==> src/rtl/cic_pkg.sv <==
// Shared encodings for the CIC decimator.
// Assumes the order field is two bits wide.
package cic_pkg;

    typedef enum logic [1:0] {
        ORD_ONE   = 2'd0,
        ORD_TWO   = 2'd1,
        ORD_THREE = 2'd2,
        ORD_FAST  = 2'd3
    } cic_order_e;

    // Index of the last active stage (order minus one).
    function automatic logic [1:0] last_stage(input cic_order_e ord);
        return (ord == ORD_FAST) ? 2'd2 : ord;
    endfunction

    // Outputs to drop while the comb chain fills.
    function automatic logic [1:0] fill_len(input cic_order_e ord);
        return (ord == ORD_FAST) ? 2'd0 : ord;
    endfunction

endpackage

==> src/rtl/cic_integ.sv <==
// Integrator cascade. Each accepted bit adds +1/-1 to stage 0, and each
// later stage adds the new value of the stage before it in the same cycle.
// Assumes wrap-around arithmetic; the comb difference recovers the result.
module cic_integ #(
    parameter int ACC_W = 26,
    parameter int N_STG = 3
) (
    input  logic             clk,
    input  logic             rst_n,
    input  logic             clr,
    input  logic             stb,
    input  logic             bit_in,
    input  logic [1:0]       sel,
    output logic [ACC_W-1:0] stage_out
);
    logic [ACC_W-1:0] step;
    logic [ACC_W-1:0] sum [N_STG];

    assign step = bit_in ? ACC_W'(1) : '1;

    for (genvar k = 0; k < N_STG; k++) begin : g_stage
        logic [ACC_W-1:0] acc_r;
        logic [ACC_W-1:0] feed;
        if (k == 0) begin : g_first
            assign feed = step;
        end else begin : g_next
            assign feed = sum[k-1];
        end
        assign sum[k] = acc_r + feed;

        // Accumulate on each accepted bit, clear on restart.
        always_ff @(posedge clk) begin
            if (!rst_n || clr) acc_r <= '0;
            else if (stb)      acc_r <= sum[k];
        end
    end

    assign stage_out = sum[sel];
endmodule

==> src/rtl/cic_comb.sv <==
// Comb cascade run once per decimation period. Each stage subtracts its
// previous input; all delays start at zero after a clear.
module cic_comb #(
    parameter int ACC_W = 26,
    parameter int N_STG = 3
) (
    input  logic             clk,
    input  logic             rst_n,
    input  logic             clr,
    input  logic             go,
    input  logic [ACC_W-1:0] din,
    input  logic [1:0]       sel,
    output logic [ACC_W-1:0] dout
);
    logic [ACC_W-1:0] dif [N_STG];

    for (genvar k = 0; k < N_STG; k++) begin : g_stage
        logic [ACC_W-1:0] dly_r;
        logic [ACC_W-1:0] src;
        if (k == 0) begin : g_first
            assign src = din;
        end else begin : g_next
            assign src = dif[k-1];
        end
        assign dif[k] = src - dly_r;

        // Hold the previous stage input for the next period.
        always_ff @(posedge clk) begin
            if (!rst_n || clr) dly_r <= '0;
            else if (go)       dly_r <= src;
        end
    end

    assign dout = dif[sel];
endmodule

==> src/rtl/cic_scale.sv <==
// Arithmetic right shift followed by optional clamp to the narrow range.
// Assumes OUT_W >= ACC_W so the wide result never needs clamping.
module cic_scale #(
    parameter int ACC_W    = 26,
    parameter int SHIFT_W  = 4,
    parameter int NARROW_W = 16,
    parameter int OUT_W    = 32
) (
    input  logic [ACC_W-1:0]   din,
    input  logic [SHIFT_W-1:0] shift,
    input  logic               wide,
    output logic [OUT_W-1:0]   dout,
    output logic               sat
);
    localparam logic [ACC_W-1:0] NMAX = ACC_W'((64'd1 << (NARROW_W-1)) - 64'd1);
    localparam logic [ACC_W-1:0] NMIN = ~NMAX;

    logic signed [ACC_W-1:0] shd;
    logic [ACC_W-1:0]        res;
    logic                    fits;

    // Shift, test the narrow range and pick the clamped value.
    always_comb begin
        shd  = $signed(din) >>> shift;
        fits = (&shd[ACC_W-1:NARROW_W-1]) | ~(|shd[ACC_W-1:NARROW_W-1]);
        sat  = !wide && !fits;
        if (sat) res = shd[ACC_W-1] ? NMIN : NMAX;
        else     res = shd;
        dout = {{(OUT_W-ACC_W){res[ACC_W-1]}}, res};
    end
endmodule

==> src/rtl/cic_decim.sv <==
// Programmable-order CIC decimator top. Counts accepted bits into periods,
// runs integrators and combs, scales the result and drops the samples that
// come before the filter settles plus a programmable number more.
// Assumes the configuration is quasi-static; order or ratio changes restart.
module cic_decim
    import cic_pkg::*;
#(
    parameter int RATIO_W  = 8,
    parameter int MAX_ORD  = 3,
    parameter int SHIFT_W  = 4,
    parameter int SKIP_W   = 3,
    parameter int NARROW_W = 16,
    parameter int OUT_W    = 32
) (
    input  logic               clk,
    input  logic               rst_n,
    input  logic               enable,
    input  logic [1:0]         order_sel,
    input  logic [RATIO_W-1:0] ratio,
    input  logic [SHIFT_W-1:0] shift,
    input  logic               wide,
    input  logic [SKIP_W-1:0]  skip_n,
    input  logic               sat_clr,
    input  logic               bit_valid,
    input  logic               bit_in,
    output logic [OUT_W-1:0]   out_data,
    output logic               out_valid,
    output logic               sat_err
);
    localparam int ACC_W  = MAX_ORD * RATIO_W + 2;
    localparam int DROP_W = SKIP_W + 1;

    cic_order_e         ord;
    logic [1:0]         ord_q;
    logic [RATIO_W-1:0] ratio_q;
    logic               restart, stb, tick, go, keep;
    logic [RATIO_W:0]   rfull, rfull_q;
    logic [RATIO_W-1:0] cnt;
    logic [1:0]         sel;
    logic [ACC_W-1:0]   integ_out, dec_val, comb_out;
    logic               dec_go;
    logic [DROP_W-1:0]  drop_cnt;
    logic [OUT_W-1:0]   scaled;
    logic               sat_now, wide_q;

    assign ord     = cic_order_e'(order_sel);
    assign sel     = last_stage(ord);
    assign restart = !enable || (order_sel != ord_q) || (ratio != ratio_q);
    assign stb     = bit_valid && !restart;
    assign rfull   = (ratio == '0) ? (RATIO_W+1)'(1 << RATIO_W) : {1'b0, ratio};
    assign rfull_q = (ratio_q == '0) ? (RATIO_W+1)'(1 << RATIO_W) : {1'b0, ratio_q};
    assign tick    = stb && ({1'b0, cnt} == rfull - 1'b1);
    assign go      = dec_go && !restart;
    assign keep    = (drop_cnt == '0);

    // Remember the configuration so a change can be seen next cycle.
    always_ff @(posedge clk) begin
        if (!rst_n) begin
            ord_q   <= '0;
            ratio_q <= '0;
        end else begin
            ord_q   <= order_sel;
            ratio_q <= ratio;
        end
    end

    // Count accepted bits within the current decimation period.
    always_ff @(posedge clk) begin
        if (!rst_n || restart) cnt <= '0;
        else if (stb)          cnt <= tick ? '0 : cnt + 1'b1;
    end

    cic_integ #(.ACC_W(ACC_W), .N_STG(MAX_ORD)) u_integ (
        .clk(clk), .rst_n(rst_n), .clr(restart), .stb(stb),
        .bit_in(bit_in), .sel(sel), .stage_out(integ_out)
    );

    // Capture the last integrator at the end of each period.
    always_ff @(posedge clk) begin
        if (!rst_n || restart) begin
            dec_val <= '0;
            dec_go  <= 1'b0;
        end else begin
            dec_go <= tick;
            if (tick) dec_val <= integ_out;
        end
    end

    cic_comb #(.ACC_W(ACC_W), .N_STG(MAX_ORD)) u_comb (
        .clk(clk), .rst_n(rst_n), .clr(restart), .go(go),
        .din(dec_val), .sel(sel), .dout(comb_out)
    );

    cic_scale #(.ACC_W(ACC_W), .SHIFT_W(SHIFT_W), .NARROW_W(NARROW_W), .OUT_W(OUT_W)) u_scale (
        .din(comb_out), .shift(shift), .wide(wide), .dout(scaled), .sat(sat_now)
    );

    // Drop counter: loaded on restart, counts down once per comb result.
    always_ff @(posedge clk) begin
        if (!rst_n)             drop_cnt <= '0;
        else if (restart)       drop_cnt <= DROP_W'(fill_len(ord)) + DROP_W'(skip_n);
        else if (go && !keep)   drop_cnt <= drop_cnt - 1'b1;
    end

    // Output register and sticky saturation flag.
    always_ff @(posedge clk) begin
        if (!rst_n) begin
            out_data  <= '0;
            out_valid <= 1'b0;
            wide_q    <= 1'b0;
            sat_err   <= 1'b0;
        end else begin
            out_valid <= go && keep;
            if (go && keep) begin
                out_data <= scaled;
                wide_q   <= wide;
            end
            sat_err <= (go && keep && sat_now) || (sat_err && !sat_clr);
        end
    end

    AST_RESTART_QUIET: assert property (@(posedge clk) disable iff (!rst_n)
        restart |=> !out_valid);
    AST_SAT_STICKY: assert property (@(posedge clk) disable iff (!rst_n)
        (sat_err && !sat_clr) |=> sat_err);
    AST_NARROW_RANGE: assert property (@(posedge clk) disable iff (!rst_n)
        (out_valid && !wide_q) |-> ((&out_data[OUT_W-1:NARROW_W-1]) || !(|out_data[OUT_W-1:NARROW_W-1])));
    AST_CNT_BOUND: assert property (@(posedge clk) disable iff (!rst_n)
        ({1'b0, cnt} < rfull_q));
    AST_DROP_GATE: assert property (@(posedge clk) disable iff (!rst_n)
        out_valid |-> ($past(drop_cnt) == '0));
    AST_RESET_IDLE: assert property (@(posedge clk)
        !rst_n |=> (!out_valid && !sat_err));
endmodule

==> config.mk <==
export PLATFORM = sky130hd
export DESIGN_NAME = cic_decim
export DESIGN_NICKNAME = d
export VERILOG_FILES = /design/src/rtl/cic_pkg.sv /design/src/rtl/cic_integ.sv /design/src/rtl/cic_comb.sv /design/src/rtl/cic_scale.sv /design/src/rtl/cic_decim.sv
export SDC_FILE = /design/constraint.sdc
export NUM_CORES = 1
export LEC_CHECK = 0
export BUFFER_PORTS_ARGS = -buffer_cell sky130_fd_sc_hd__buf_2
export CAP_MARGIN = 20
export CORE_MARGIN = 5
export CORE_UTILIZATION = 58
export CTS_CLUSTER_DIAMETER = 150
export DETAILED_ROUTE_END_ITERATION = 8
export PLACE_DENSITY = 0.78
export SLEW_MARGIN = 20
export SYNTH_ARGS = -nofsm -noshare
export SYNTH_HDL_FRONTEND = slang
export SYNTH_SLANG_ARGS = --single-unit
==> constraint.sdc <==
create_clock -name clk -period 7.9 [get_ports clk]
set_input_delay 2.37 -clock clk [delete_from_list [all_inputs] [get_ports clk]]
set_output_delay 2.37 -clock clk [all_outputs]
set_load 0.02 [all_outputs]
Yosys cells after proc, flatten, opt, wreduce, memory -nomap -nowiden:

Cells that the tools add are included.

* register bits after elaboration: 233
* latch bits: 0
* bits in writable memories: 0
* bits in read-only memories: 0
* input bits: 24
* output and inout bits: 34
* word-level logic and storage cells: 73
* memories: 0

* $add $sub $neg: 10
* $mul: 0
* divide/modulo/power cells: 0
* magnitude comparators: 1
* equality and inequality tests: 4
* shifts and indexed selects: 1
* mux-type cells: 15
* bitwise logic cells: 3
* reductions and logical operators: 24

Operators with widths (number)
* $mux W26: 7
* $bmux W26 S2: 2
* $add A26 B26 Y26: 3
* $sub A26 B26 Y26: 3
* $sshr A26 B4 Y26: 1
* $reduce_and A11 Y1: 1
* $reduce_or A11 Y1: 1
* $eq A8 B9 Y1: 1
* $mux W9: 1
* $sub A9 B1 Y9 const B: 1
* $add A8 B1 Y8 const B: 1
* $logic_and A1 B1 Y1: 8
* $logic_not A8 Y1: 1
* $mux W4: 2
* $mux W8: 1
* $ne A8 B8 Y1: 1
* $logic_not A1 Y1: 7
* $add A2 B3 Y4: 1
* $logic_not A4 Y1: 1
* $logic_or A1 B1 Y1: 4
* $mux W2: 2
* $sub A4 B1 Y4 const B: 1
* $ge A3 B3 Y1 const B: 1
* $not A2 Y3: 1
* 5 further kinds: 5

Longest topological paths before layout:

Gate-level depths: netlist of the first run.

* depth in word-level cells: 14
* mapped depth: 36
* gate-level depth less buffers: 34

Hierarchy:

Synthesis of the first run repeated with hierarchy kept, for this count alone.

* cells, all modules: 2492
* area total of the unflattened synthesis: 19809.0 um^2

By module, submodules not included
* cic_comb: instances 1, cells an instance 968, area an instance 7437.1 um^2, sequential area each 1561.5 um^2
* cic_integ: instances 1, cells an instance 843, area an instance 6875.3 um^2, sequential area each 1561.5 um^2
* cic_decim: instances 1, cells an instance 431, area an instance 3791.1 um^2, sequential area each 1661.6 um^2
* cic_scale: instances 1, cells an instance 250, area an instance 1705.4 um^2, sequential area each 0.0 um^2

Worst setup path before layout of the first run:

OpenSTA, ideal clock, no wires.

* kind: input to register
* from: input bit_in
* to: register dec_val[25]
* setup time: 0.124 ns
* data arrival time: 8.228 ns
* required time: 7.776 ns
* setup slack: -0.451 ns
* stages: 28
* path buffers: 0
* cell sequence: inv_1 ha_1 nor2b_1 o21ai_0 a21boi_0 o21a_1 o21ai_0 nor2b_1 o211a_1 nor2_1 a21o_1 a21oi_1 xnor2_1 ha_1 and3_1 a21oi_1 o211ai_1 and3_1 o41a_1 or4b_2 o2111ai_1 ha_1 or2_2 nand2_1 xnor3_1 a22oi_1 xnor2_1 o2bb2ai_1

* cells in the longest elaborated chain, start to end: 7

RTL lines
* from (decl): RTL line cic_decim.sv:25 `input logic bit_in,`
* $mux W26: RTL line cic_integ.sv:19 `assign step = bit_in ? ACC_W'(1) : '1;`
* $add A26 B26 Y26: RTL line cic_integ.sv:29 `assign sum[k] = acc_r + feed;`
* via u_integ.g_stage[1].feed[14]: RTL line cic_integ.sv:23 `logic [ACC_W-1:0] feed;`
* $add A26 B26 Y26: RTL line cic_integ.sv:29
* via u_integ.g_stage[2].feed[24]: RTL line cic_integ.sv:23
* $add A26 B26 Y26: RTL line cic_integ.sv:29
* $bmux W26 S2: RTL line cic_integ.sv:38 `assign stage_out = sum[sel];`
* $mux W26 (implied by the code) (2 in series): RTL line cic_integ.sv:38
* to (signal assigned): RTL line cic_decim.sv:85 `if (tick) dec_val <= integ_out;`
* to (decl): RTL line cic_decim.sv:40 `logic [ACC_W-1:0] integ_out, dec_val, comb_out;`

The timed path passes the listed nets, and every way through them passes these cells. The select of a mux whose other input is x is not followed.
A chain may end at the register's enable or synchronous reset.

Worst setup path in the final report of the first run:

Ends and elaborated chain as after synthesis.

==> results of run 1 <==
==> worst max-delay path: stages <==
cell and delay, ns:
buf_2 0.11, clkinvlp_4 0.17, buf_6 0.22, ha_1 0.24, nor3_1 0.16, o21ai_0 0.14, nor4b_1 0.17, buf_4 0.15
buf_4 0.13, o31ai_4 0.22, buf_4 0.17, o211ai_1 0.14, and3_1 0.20, nor3_1 0.23, xnor2_1 0.18, ha_1 0.28
and4_1 0.20, and3_1 0.20, o41a_1 0.36, or4b_4 0.51, o2111ai_2 0.10, ha_1 0.29, or2_2 0.33, nand2_1 0.09
xnor3_1 0.20, a22oi_1 0.19, xnor2_1 0.15, o2bb2ai_1 0.12
==> worst paths after layout <==
kind	from	to	slack [ns]	depth (start not counted)
max	bit_in	dec_val[25]$_SDFFE_PP0P_	0.34	28
min	out_data[17]$_SDFFE_PN0P_	out_data[17]$_SDFFE_PN0P_	0.44	2
max reg2reg	u_comb.g_stage[0].dly_r[2]$_SDFFE_PP0P_	out_data[18]$_SDFFE_PN0P_	0.35	33
min reg2reg	out_data[17]$_SDFFE_PN0P_	out_data[17]$_SDFFE_PN0P_	0.44	2
==> layout make-up <==
| cell class | instances | area share [%] |
|---|---|---|
| Multi-Input combinational cell | 1944 | 61.2 |
| Sequential cell | 233 | 20.7 |
| Timing Repair Buffer | 282 | 8.86 |
| Clock buffer | 34 | 3.34 |
| Tap cell | 442 | 2.46 |
| Inverter | 144 | 2.42 |
| Clock inverter | 15 | 0.968 |
==> flip-flops by register name, summed over array words and instances, names as in the netlist <==
signal	cells
cnt	8
dec_go	1
dec_val	26
drop_cnt	4
ord_q	2
out_data	26
out_valid	1
ratio_q	8
sat_err	1
u_comb.g_stage.dly_r	78
u_integ.g_stage.acc_r	78
==> power breakdown <==
group | total, mW | switching, mW | internal [mW] | leakage [nW]
clock network | 1.37 | 0.530 | 0.838 | 0.479
logic | 0.341 | 0.193 | 0.148 | 7.26
registers | 1.18 | 0.00267 | 1.18 | 1.88
==> routing by layer <==
| layer | global-route usage, % | vias up |
|---|---|---|
| li1 | - | 9080 |
| met2 | 48.6 | 500 |
| met3 | 2.84 | 127 |
| met1 | 33.8 | 8723 |
| met4 | 7.90 | 0 |
| met5 | 0 | - |
==> layout by cell type (no fill, tap or decap), drive strengths merged, types with 21 or more instances in the layout <==
| cell | synthesis | routed |
|---|---|---|
| a211oi | 50 | 50 |
| a21o | 38 | 38 |
| a21oi | 164 | 164 |
| a31oi | 24 | 24 |
| and2 | 27 | 27 |
| and3 | 25 | 25 |
| buf | 26 | 282 |
| clkbuf | 86 | 34 |
| dfxtp | 233 | 233 |
| ha | 156 | 156 |
| inv | 141 | 142 |
| mux2i | 194 | 194 |
| nand2 | 207 | 207 |
| nand2b | 28 | 28 |
| nand3 | 54 | 54 |
| nor2 | 315 | 315 |
| nor2b | 22 | 22 |
| nor3 | 60 | 60 |
| o211ai | 22 | 22 |
| o21a | 29 | 30 |
| o21ai | 113 | 113 |
| or3 | 21 | 21 |
| xnor2 | 113 | 113 |
| xor2 | 36 | 36 |
==> repair_timing <==
action | in CTS | in global routing
hold endpoints to repair | 0 | 0
resized for setup | 0 | 51
setup buffers | 0 | 15
endpoints found under the setup margin | 0 | 36
==> cell families after synthesis <==
logic type,Yosys count,synth area share (%)
AO/OA/AOI/OAI,597,21.0
adder cells (fa/ha/maj),163,10.9
buffers and inverters,256,5.25
multiplexers,213,11.8
flip-flops,233,24.4
XOR/XNOR,150,6.94
AND/OR/NAND/NOR,820,19.7
==> out/qor.yml, run 1 <==
outcome: "finished, final reports clean"
ys_seq_area_share_pct: 24.4
drt_wl_total_mm: 51.5
synth_nets: 2619
timing.final.crit_share_pct: 95.6
die_area_um2: 36700
hold_class: "register to register"
synth-main-ff-cell: "dfxtp_1"
worstPathArrival_ns: 8.03
avgSynthCellArea_um2: 7.86
dp_cells: 3029
drtAntennaViolNets: 0
n_fill_cell: 2639
holdBufCountCts: 0
cts-root-buf: "clkbuf_16"
io-pin-count: 58
place_ws_ns: -0.419
yosys-top-cells-area: "dfxtp_1 (24%), ha_1 (10%), mux2i_1 (10%)"
fp.dieW_um: 192
cts_made_buffers: 27
fin_nets: 2819
hold-worst-slack_ns: 0.435
regArea_um2: 4670
synth_common_cells: "nor2_1 (313), dfxtp_1 (233), nand2_1 (207)"
core_um2: 32500
placed_cell_area_um2: 21200
ys_types: 98
crit_path_max_fanout: 20
synth-edff-count: 0
htree_levels: 1
worst_pin_slew_ns: 1.14
finalHoldViolations: 0
wl_met2_mm: 25.4
wirelength_met1_mm: 22.3
portBuffers: 57
final_util_pct: 69.1
topRoutingLayerUsed: "met4"
drc_errors: 0
final_cells: 3094
yosysMostFrequentCell: "nor2_1"
ir_drop_uv: 166
area_growth_pct: 17.6
relSlewSlack_pct: 22.7
clk_pin_slew_ns: 0.06
cts_sinks: 233
drv_cap: 0
dp_hpwl_mm: 37.5
cts_tree: "yes"
grt_start_max_net_pins: 183
grt_pass1_vias: 17800
dieHeight_um: 192
setup_viol: 0
yosysTopAreaCell: "dfxtp_1"
syn_area_um2: 19100
wl_met3_mm: 2.17
p_leak_nw: 9.62
max-clock-path-buffers: 3
crit_type: "input pin to register"
grt-ovfl-total: 0
gp_congestion: 0.929
fin_setup_tns_ns: 0
maxSlewViolCount: 0
finClkSkew_ns: 0.0123
power_mw: 2.89
clock.fmax_mhz: 132
yosys_register_bits: 233
period_needed_ns: 7.56
ys_warn_count: 0
antenna_found_initial: 0
synth.top_cell.area_share_pct: 24.4
final_cell_area_um2: 22500
grt_usage_pct: 26.8
drt-initial-drc-count: 1135
required_ns: 8.38
insertedDiodeCount: 0
grt_pass1_wl_mm: 84.0
start_kind: "input pin"
synth_cells: 2432
routed_via_density: 5.96
wire_per_inst_um: 16.7
dr.pass1.iters: 7
vias: 18400
async_flop_share_pct: 0
rows: 66
start_util_pct: 58.8
power.density_nw_per_um2: 128
setup_ws_ns: 0.345
multi_input_comb_area_um2: 13800
drive_gt1_share_pct: 16.3
end_kind: "register"
insertion_delay_ns: 0.55
Power figures use the tool's default switching activity.
==> run 2, diff against run 1 <==
CORE_UTILIZATION = 40   (was 58)
PLACE_DENSITY = not set   (was 0.78)
==> run 2 against run 1 <==
Effect of this change: die area increased by 42%; clock-buffer cell count increased by 6; via count is 3.7% lower; wire length is 0.41% lower; flip-flop and latch count did not move; combinational power rose by 1%; sequential share of layout area decreased by 0.33 points; maximum frequency shrank 0.45%; largest power group unchanged.
==> out/qor.yml, run 2 (same netlist as run 1, synthesis figures left out) <==
regArea_um2: 4670  # unchanged
insertion_delay_ns: 0.58  # +0.03 ns
insertedDiodeCount: 0  # unchanged
min_from: "out_data[22]$_SDFFE_PN0P_"
grt_start_max_net_pins: 130  # -29%
area_growth_pct: 19.6
timing.rr.start: "dec_val[0]$_SDFFE_PP0P_"
fp.dieW_um: 229  # +19%
worst_pin_slew_ns: 1.13  # -0.00889 ns
swShare_pct: 25.4  # +0.31 points
dr.pass1.iters: 5  # -2
die_area_um2: 52300  # +42%
rr_worst_depth: 32  # -3.0%
crit_type: "input pin to register"
ir_drop_uv: 150  # -10%
hold_end: "out_data[22]$_SDFFE_PN0P_"
maxSlewViolCount: 0  # unchanged
io-pin-count: 58  # unchanged
rrSetupSlack_ns: 0.35  # about the same
core_um2: 47500  # +46%
drc_errors: 0  # unchanged
p_leak_nw: 9.70  # +0.80%
fin_nets: 2835  # +0.57%
drtAntennaViolNets: 0  # unchanged
hold-worst-slack_ns: 0.435  # -0.000381 ns
p_switching_uw: 733  # +1.1%
htree_levels: 1  # unchanged
crit_path_max_fanout: 5  # -75%
power_frac_seq_pct: 40.9  # about the same
drive_gt1_share_pct: 16.7  # +0.35 points
n_fill_cell: 4615  # +75%
end_kind: "register"
path_buf_inv: 5  # -1
grt-ovfl-total: 0  # unchanged
slowest_stage: "or3_1"
p_int_mw: 2.15  # -0.50%
cp_common_cell: "buf_4"
final_common_cell: "nor2_1"
final_cells: 3284  # +6.1%
worst-path-stages: 30  # +7.1%
dp_hpwl_mm: 38.8  # +3.4%
drt_wl_total_mm: 51.3  # -0.41%
hold_path_depth: 2  # unchanged
routed_via_density: 5.40  # -9.3%
period_needed_ns: 7.59  # +0.0344 ns
vias: 17700  # -3.7%
clk_pin_slew_ns: 0.06  # about the same
clkPwrFrac_pct: 47.1  # -0.2 points
outcome: "finished, final reports clean"
final_util_pct: 48.1  # -21 points
grt_usage_pct: 18.8  # -8.0 points
fin_setup_tns_ns: 0  # unchanged
reg.largest.list: "u_comb.g_stage.dly_r x78, u_integ.g_stage.acc_r x78"
power.density_nw_per_um2: 126  # -1.7%
start_util_pct: 40.2  # -19 points
portBuffers: 57  # unchanged
cts_tree: "yes"
rows: 80  # +21%
grt_pass1_vias: 17400  # -2.3%
required_ns: 8.35  # -0.03 ns
dp_cells: 3227  # +6.5%
hold_class: "register to register"
gp_congestion: 0.868  # -6.6%
setup_viol: 0  # unchanged
dieHeight_um: 229  # +19%
cts_sinks: 233  # unchanged
timing.final.crit_share_pct: 96.1  # +0.44 points
clock.fmax_mhz: 132  # -0.45%
finalHoldViolations: 0  # unchanged
multi_input_comb_area_um2: 13800  # +0.20%
grt_pass1_wl_mm: 85.0  # +1.2%
antenna_found_initial: 0  # unchanged
final_cell_mix: "nor2_1 (311), buf_4 (238), dfxtp_1 (232)"
holdBufCountCts: 0  # unchanged
relSlewSlack_pct: 23.1  # +0.47 points
critPathMaxStageDelay_ns: 0.37  # -0.14 ns
start_kind: "input pin"
combPwrFrac_pct: 12.0  # +0.2 points
reg2reg_to: "out_data[4]$_SDFFE_PN0P_"
drt-initial-drc-count: 947  # -17%
critPathTopFamily: "compound AO/OA/AOI/OAI gates"
drv_cap: 0  # unchanged
worstPathArrival_ns: 8.04  # about the same
rsz0062_at_grt: "true"
cts_made_buffers: 28  # +3.7%
wire_per_inst_um: 15.6  # -6.2%
cts-root-buf: "clkbuf_16"
finClkSkew_ns: 0.0249  # +0.0125 ns
max-clock-path-buffers: 3  # unchanged
run 2: cell count changes in the layout (fill, tap and decap cells not counted), moves of 2 or more:
| cell | change |
|---|---|
| buf_4 | +14 |
| clkbuf_1 | +6 |
| a211oi_2 | -3 |
| ha_1 | +3 |
| ha_2 | -3 |
| a211oi_1 | +2 |
| clkinv_2 | -2 |
| inv_6 | -2 |
run 2: what timing repair did:
item | CTS | global route
gates resized for setup | 0 | 54
setup endpoints to repair | 0 | 35
setup buffers | 0 | 5
endpoints found under the hold margin | 0 | 0
run 2: worst max-delay path by stage:
stage,from,endpoint,slack (ns)
finish,bit_in,dec_val[23]$_SDFFE_PP0P_,0.31
global route,dec_val[0]$_SDFFE_PP0P_,out_data[10]$_SDFFE_PN0P_,-0.04
CTS,u_comb.g_stage[0].dly_r[1]$_SDFFE_PP0P_,out_data[23]$_SDFFE_PN0P_,0.06
detailed placement,bit_in,u_integ.g_stage[2].acc_r[25]$_SDFFE_PP0P_,-0.53
global placement,bit_in,u_integ.g_stage[2].acc_r[25]$_SDFFE_PP0P_,-0.41
floorplan,bit_in,dec_val[25]$_SDFFE_PP0P_,0.05
run 2: power groups by stage:
stage                     Combinational, mW  Clock [mW]  Sequential [mW]
after floorplan                       0.222           0             1.21
after global placement                0.330           0             1.21
after detailed placement              0.335           0             1.21
after CTS                             0.337        1.40             1.18
after global routing                  0.379        1.45             1.18
final                                 0.346        1.36             1.18
run 2: worst min-delay path, cell delays in order, from the launching register on:
cell and delay, ns:
dfxtp_1 0.30, nand2_1 0.05, nand2_1 0.04
run 2: metrics by stage:
stage	setup WS, ns	power (mW)	area (um2)
finish	0.310	2.89	22900
global route	-0.0439	3.01	22900
CTS	0.0635	2.92	22500
detailed placement	-0.531	1.54	21600
global placement	-0.413	1.54	21600
floorplan	0.0547	1.43	19200
run 2: layout make-up:
type | count | share of cell area [%]
clock buffers | 40 | 3.44
clock inverters | 11 | 0.826
inverters | 144 | 2.38
multi-input cells | 1944 | 60.3
flip-flops and latches | 233 | 20.4
well taps | 615 | 3.37
repair buffers | 297 | 9.23
run 2: routing by layer:
metal / global-route usage, % / up-vias / routed length (um) / part of all wire (%)
met5: 0 / - / 0 / 0
met4: 5.18 / 0 / 1330 / 2.6
met3: 2.48 / 89 / 1860 / 3.6
met2: 32.3 / 292 / 23900 / 46
met1: 24.9 / 8246 / 24300 / 47
li1: - / 9114 / - / -
==> run 3, diff against run 2 <==
CELL_PAD_IN_SITES_DETAIL_PLACEMENT = 2   (was not set)
CELL_PAD_IN_SITES_GLOBAL_PLACEMENT = 2   (was not set)
CORE_UTILIZATION = 35   (was 40)
PLACE_DENSITY = 0.8   (was not set)
==> run 3 against run 2 <==
Effect of this change: the run now ends with negative setup slack left; non-clock buffer count rose by 13; setup slack got worse by 0.87 ns; cell count grew 3.1%; maximum frequency decreased by 10%; sequential share of layout area shrank 0.98 points; design area is 5.1% higher; clock power increased by 20%.
==> out/qor.yml, run 3 (same netlist as run 1, synthesis figures left out) <==
reg.largest.list: "u_comb.g_stage.dly_r x78, u_integ.g_stage.acc_r x78"
period_needed_ns: 8.46  # +0.870 ns
dp_hpwl_mm: 54.4  # +40%
fin_nets: 2852  # +0.60%
setup_viol: 36  # +36
htree_levels: 1  # unchanged
finClkSkew_ns: 0.0358  # +0.0109 ns
maxSlewViolCount: 0  # unchanged
worstPathArrival_ns: 8.99  # +0.95 ns
cts_tree: "yes"
critPathTopFamily: "compound AO/OA/AOI/OAI gates"
antenna_found_initial: 1  # +1
cts-root-buf: "clkbuf_16"
finalHoldViolations: 0  # unchanged
end_kind: "register"
gp_congestion: 0.854  # -1.6%
io-pin-count: 58  # unchanged
cp_common_cell: "buf_4"
p_leak_nw: 10.1  # +4.1%
hold_path_depth: 2  # unchanged
drt-initial-drc-count: 1296  # +37%
dr.pass1.iters: 5  # unchanged
timing.final.crit_share_pct: 107  # +11 points
rr_worst_depth: 36  # +13%
max-clock-path-buffers: 3  # unchanged
worst_pin_slew_ns: 1.06  # -0.0789 ns
outcome: "finished, violations left"
violations: "negative setup slack"
required_ns: 8.43  # +0.08 ns
drt_wl_total_mm: 99.6  # +94%
reg2reg_to: "out_data[4]$_SDFFE_PN0P_"
hold_class: "register to register"
crit_path_max_fanout: 5  # unchanged
rrSetupSlack_ns: -0.56  # -0.91 ns
regArea_um2: 4670  # about the same
core_um2: 54000  # +14%
grt_usage_pct: 26.7  # +7.9 points
grt-ovfl-total: 0  # unchanged
relSlewSlack_pct: 29.6  # +6.5 points
placed_cell_area_um2: 21500  # -0.44%
vias: 20900  # +18%
drv_cap: 0  # unchanged
grt_start_max_net_pins: 129  # -0.77%
cts_made_buffers: 30  # +7.1%
die_area_um2: 59400  # +14%
final_common_cell: "nor2_1"
n_fill_cell: 5860  # +27%
grt_pass1_wl_mm: 130  # +53%
rows: 85  # +6.3%
start_util_pct: 35.4  # -4.8 points
timing.rr.start: "u_comb.g_stage[0].dly_r[1]$_SDFFE_PP0P_"
hold_end: "out_data[17]$_SDFFE_PN0P_"
multi_input_comb_area_um2: 14600  # +5.8%
setup_ws_ns: -0.559  # -0.870 ns
cts_sinks: 233  # unchanged
wire_per_inst_um: 29.4  # +88%
insertion_delay_ns: 0.62  # +0.04 ns
drtAntennaViolNets: 0  # unchanged
fp.dieW_um: 244  # +6.6%
min_from: "out_data[17]$_SDFFE_PN0P_"
power.density_nw_per_um2: 134  # +6.2%
final_cell_mix: "nor2_1 (303), buf_4 (249), dfxtp_1 (229)"
fin_setup_tns_ns: -13.29  # -13.29 ns
slowest_stage: "or4_4"
crit_type: "register to register"
portBuffers: 57  # unchanged
routed_via_density: 6.16  # +14%
area_growth_pct: 25.7
clk_pin_slew_ns: 0.07  # about the same
clock.fmax_mhz: 118  # -10%
drc_errors: 0  # unchanged
start_kind: "register"
path_buf_inv: 6  # +1
final_cell_area_um2: 24000  # +5.1%
drive_gt1_share_pct: 22.2  # +5.6 points
dieHeight_um: 244  # +6.6%
critPathMaxStageDelay_ns: 0.48  # +0.11 ns
ir_drop_uv: 183  # +22%
grt_pass1_vias: 22400  # +29%
-- run 3: worst register-to-register path: cells and delay by family, from the launching register on --
| kind | cells | cell delay, ns |
|---|---|---|
| DFF | 1 | 0.39 |
| and+or+nand+nor | 12 | 2.35 |
| muxes | 1 | 0.33 |
| adders and majority gates | 3 | 1.21 |
| AOI/OAI and AO/OA | 12 | 2.60 |
| xor gates and xnor gates | 2 | 0.59 |
| buffers and inverters | 6 | 0.94 |
-- run 3: report_power, final --
part	internal [mW]	switching [mW]
combinational	0.162	0.254
clock	0.953	0.673
sequential	1.18	0.00354
total	2.29	0.931
-- run 3: through the flow --
step | instances | util (%) | hold WS (ns) | setup slack [ns] | total power, mW
after floorplan | 2432 | - | 0.432 | 0.0547 | 1.43
after global placement | 3282 | 39.8 | 0.422 | -0.459 | 1.54
after detailed placement | 3282 | 39.8 | 0.439 | -0.860 | 1.57
after CTS | 3349 | 42.4 | 0.447 | 0.00137 | 3.15
after global routing | 3386 | 44.5 | 0.481 | -0.612 | 3.30
final | 3386 | 44.5 | 0.444 | -0.559 | 3.22
-- run 3: cell type report --
class                      instances  area share (%)
tap                              696            3.62
inverter                         144            2.26
timing repair buffer             310            9.22
multi-input combinational       1946            60.8
antenna                            1          0.0104
sequential                       233            19.4
clock inverter                    15            1.00
clock buffer                      41            3.68
-- run 3: how the worst max path moves through the flow --
| stage | start | to | cells past startpoint |
|---|---|---|---|
| 2_1_floorplan | bit_in | dec_val[25]$_SDFFE_PP0P_ | 28 |
| 3_3_place_gp | bit_in | u_integ.g_stage[2].acc_r[25]$_SDFFE_PP0P_ | 32 |
| 3_5_place_dp | bit_in | dec_val[25]$_SDFFE_PP0P_ | 31 |
| 4_1_cts | dec_val[0]$_SDFFE_PP0P_ | out_data[19]$_SDFFE_PN0P_ | 33 |
| 5_1_grt | bit_in | dec_val[21]$_SDFFE_PP0P_ | 32 |
| 6_report | u_comb.g_stage[0].dly_r[1]$_SDFFE_PP0P_ | out_data[4]$_SDFFE_PN0P_ | 36 |
-- run 3: per-layer routing --
layer  GRT usage (%)  part of all wire, %
met1            30.1                   38
met2            50.8                   52
met3            3.70                  4.2
met4            10.4                  6.2
met5               0                    0
-- run 3: repair_timing --
item / 4_1_cts / 5_1_grt
hold buffers: 0 / 0
buffers inserted: 9 / 35
resized for setup: 47 / 174
endpoints found under the setup margin: 33 / 39
pin swaps: 14 / 74
hold endpoints to repair: 0 / 0
gates cloned: 2 / 1
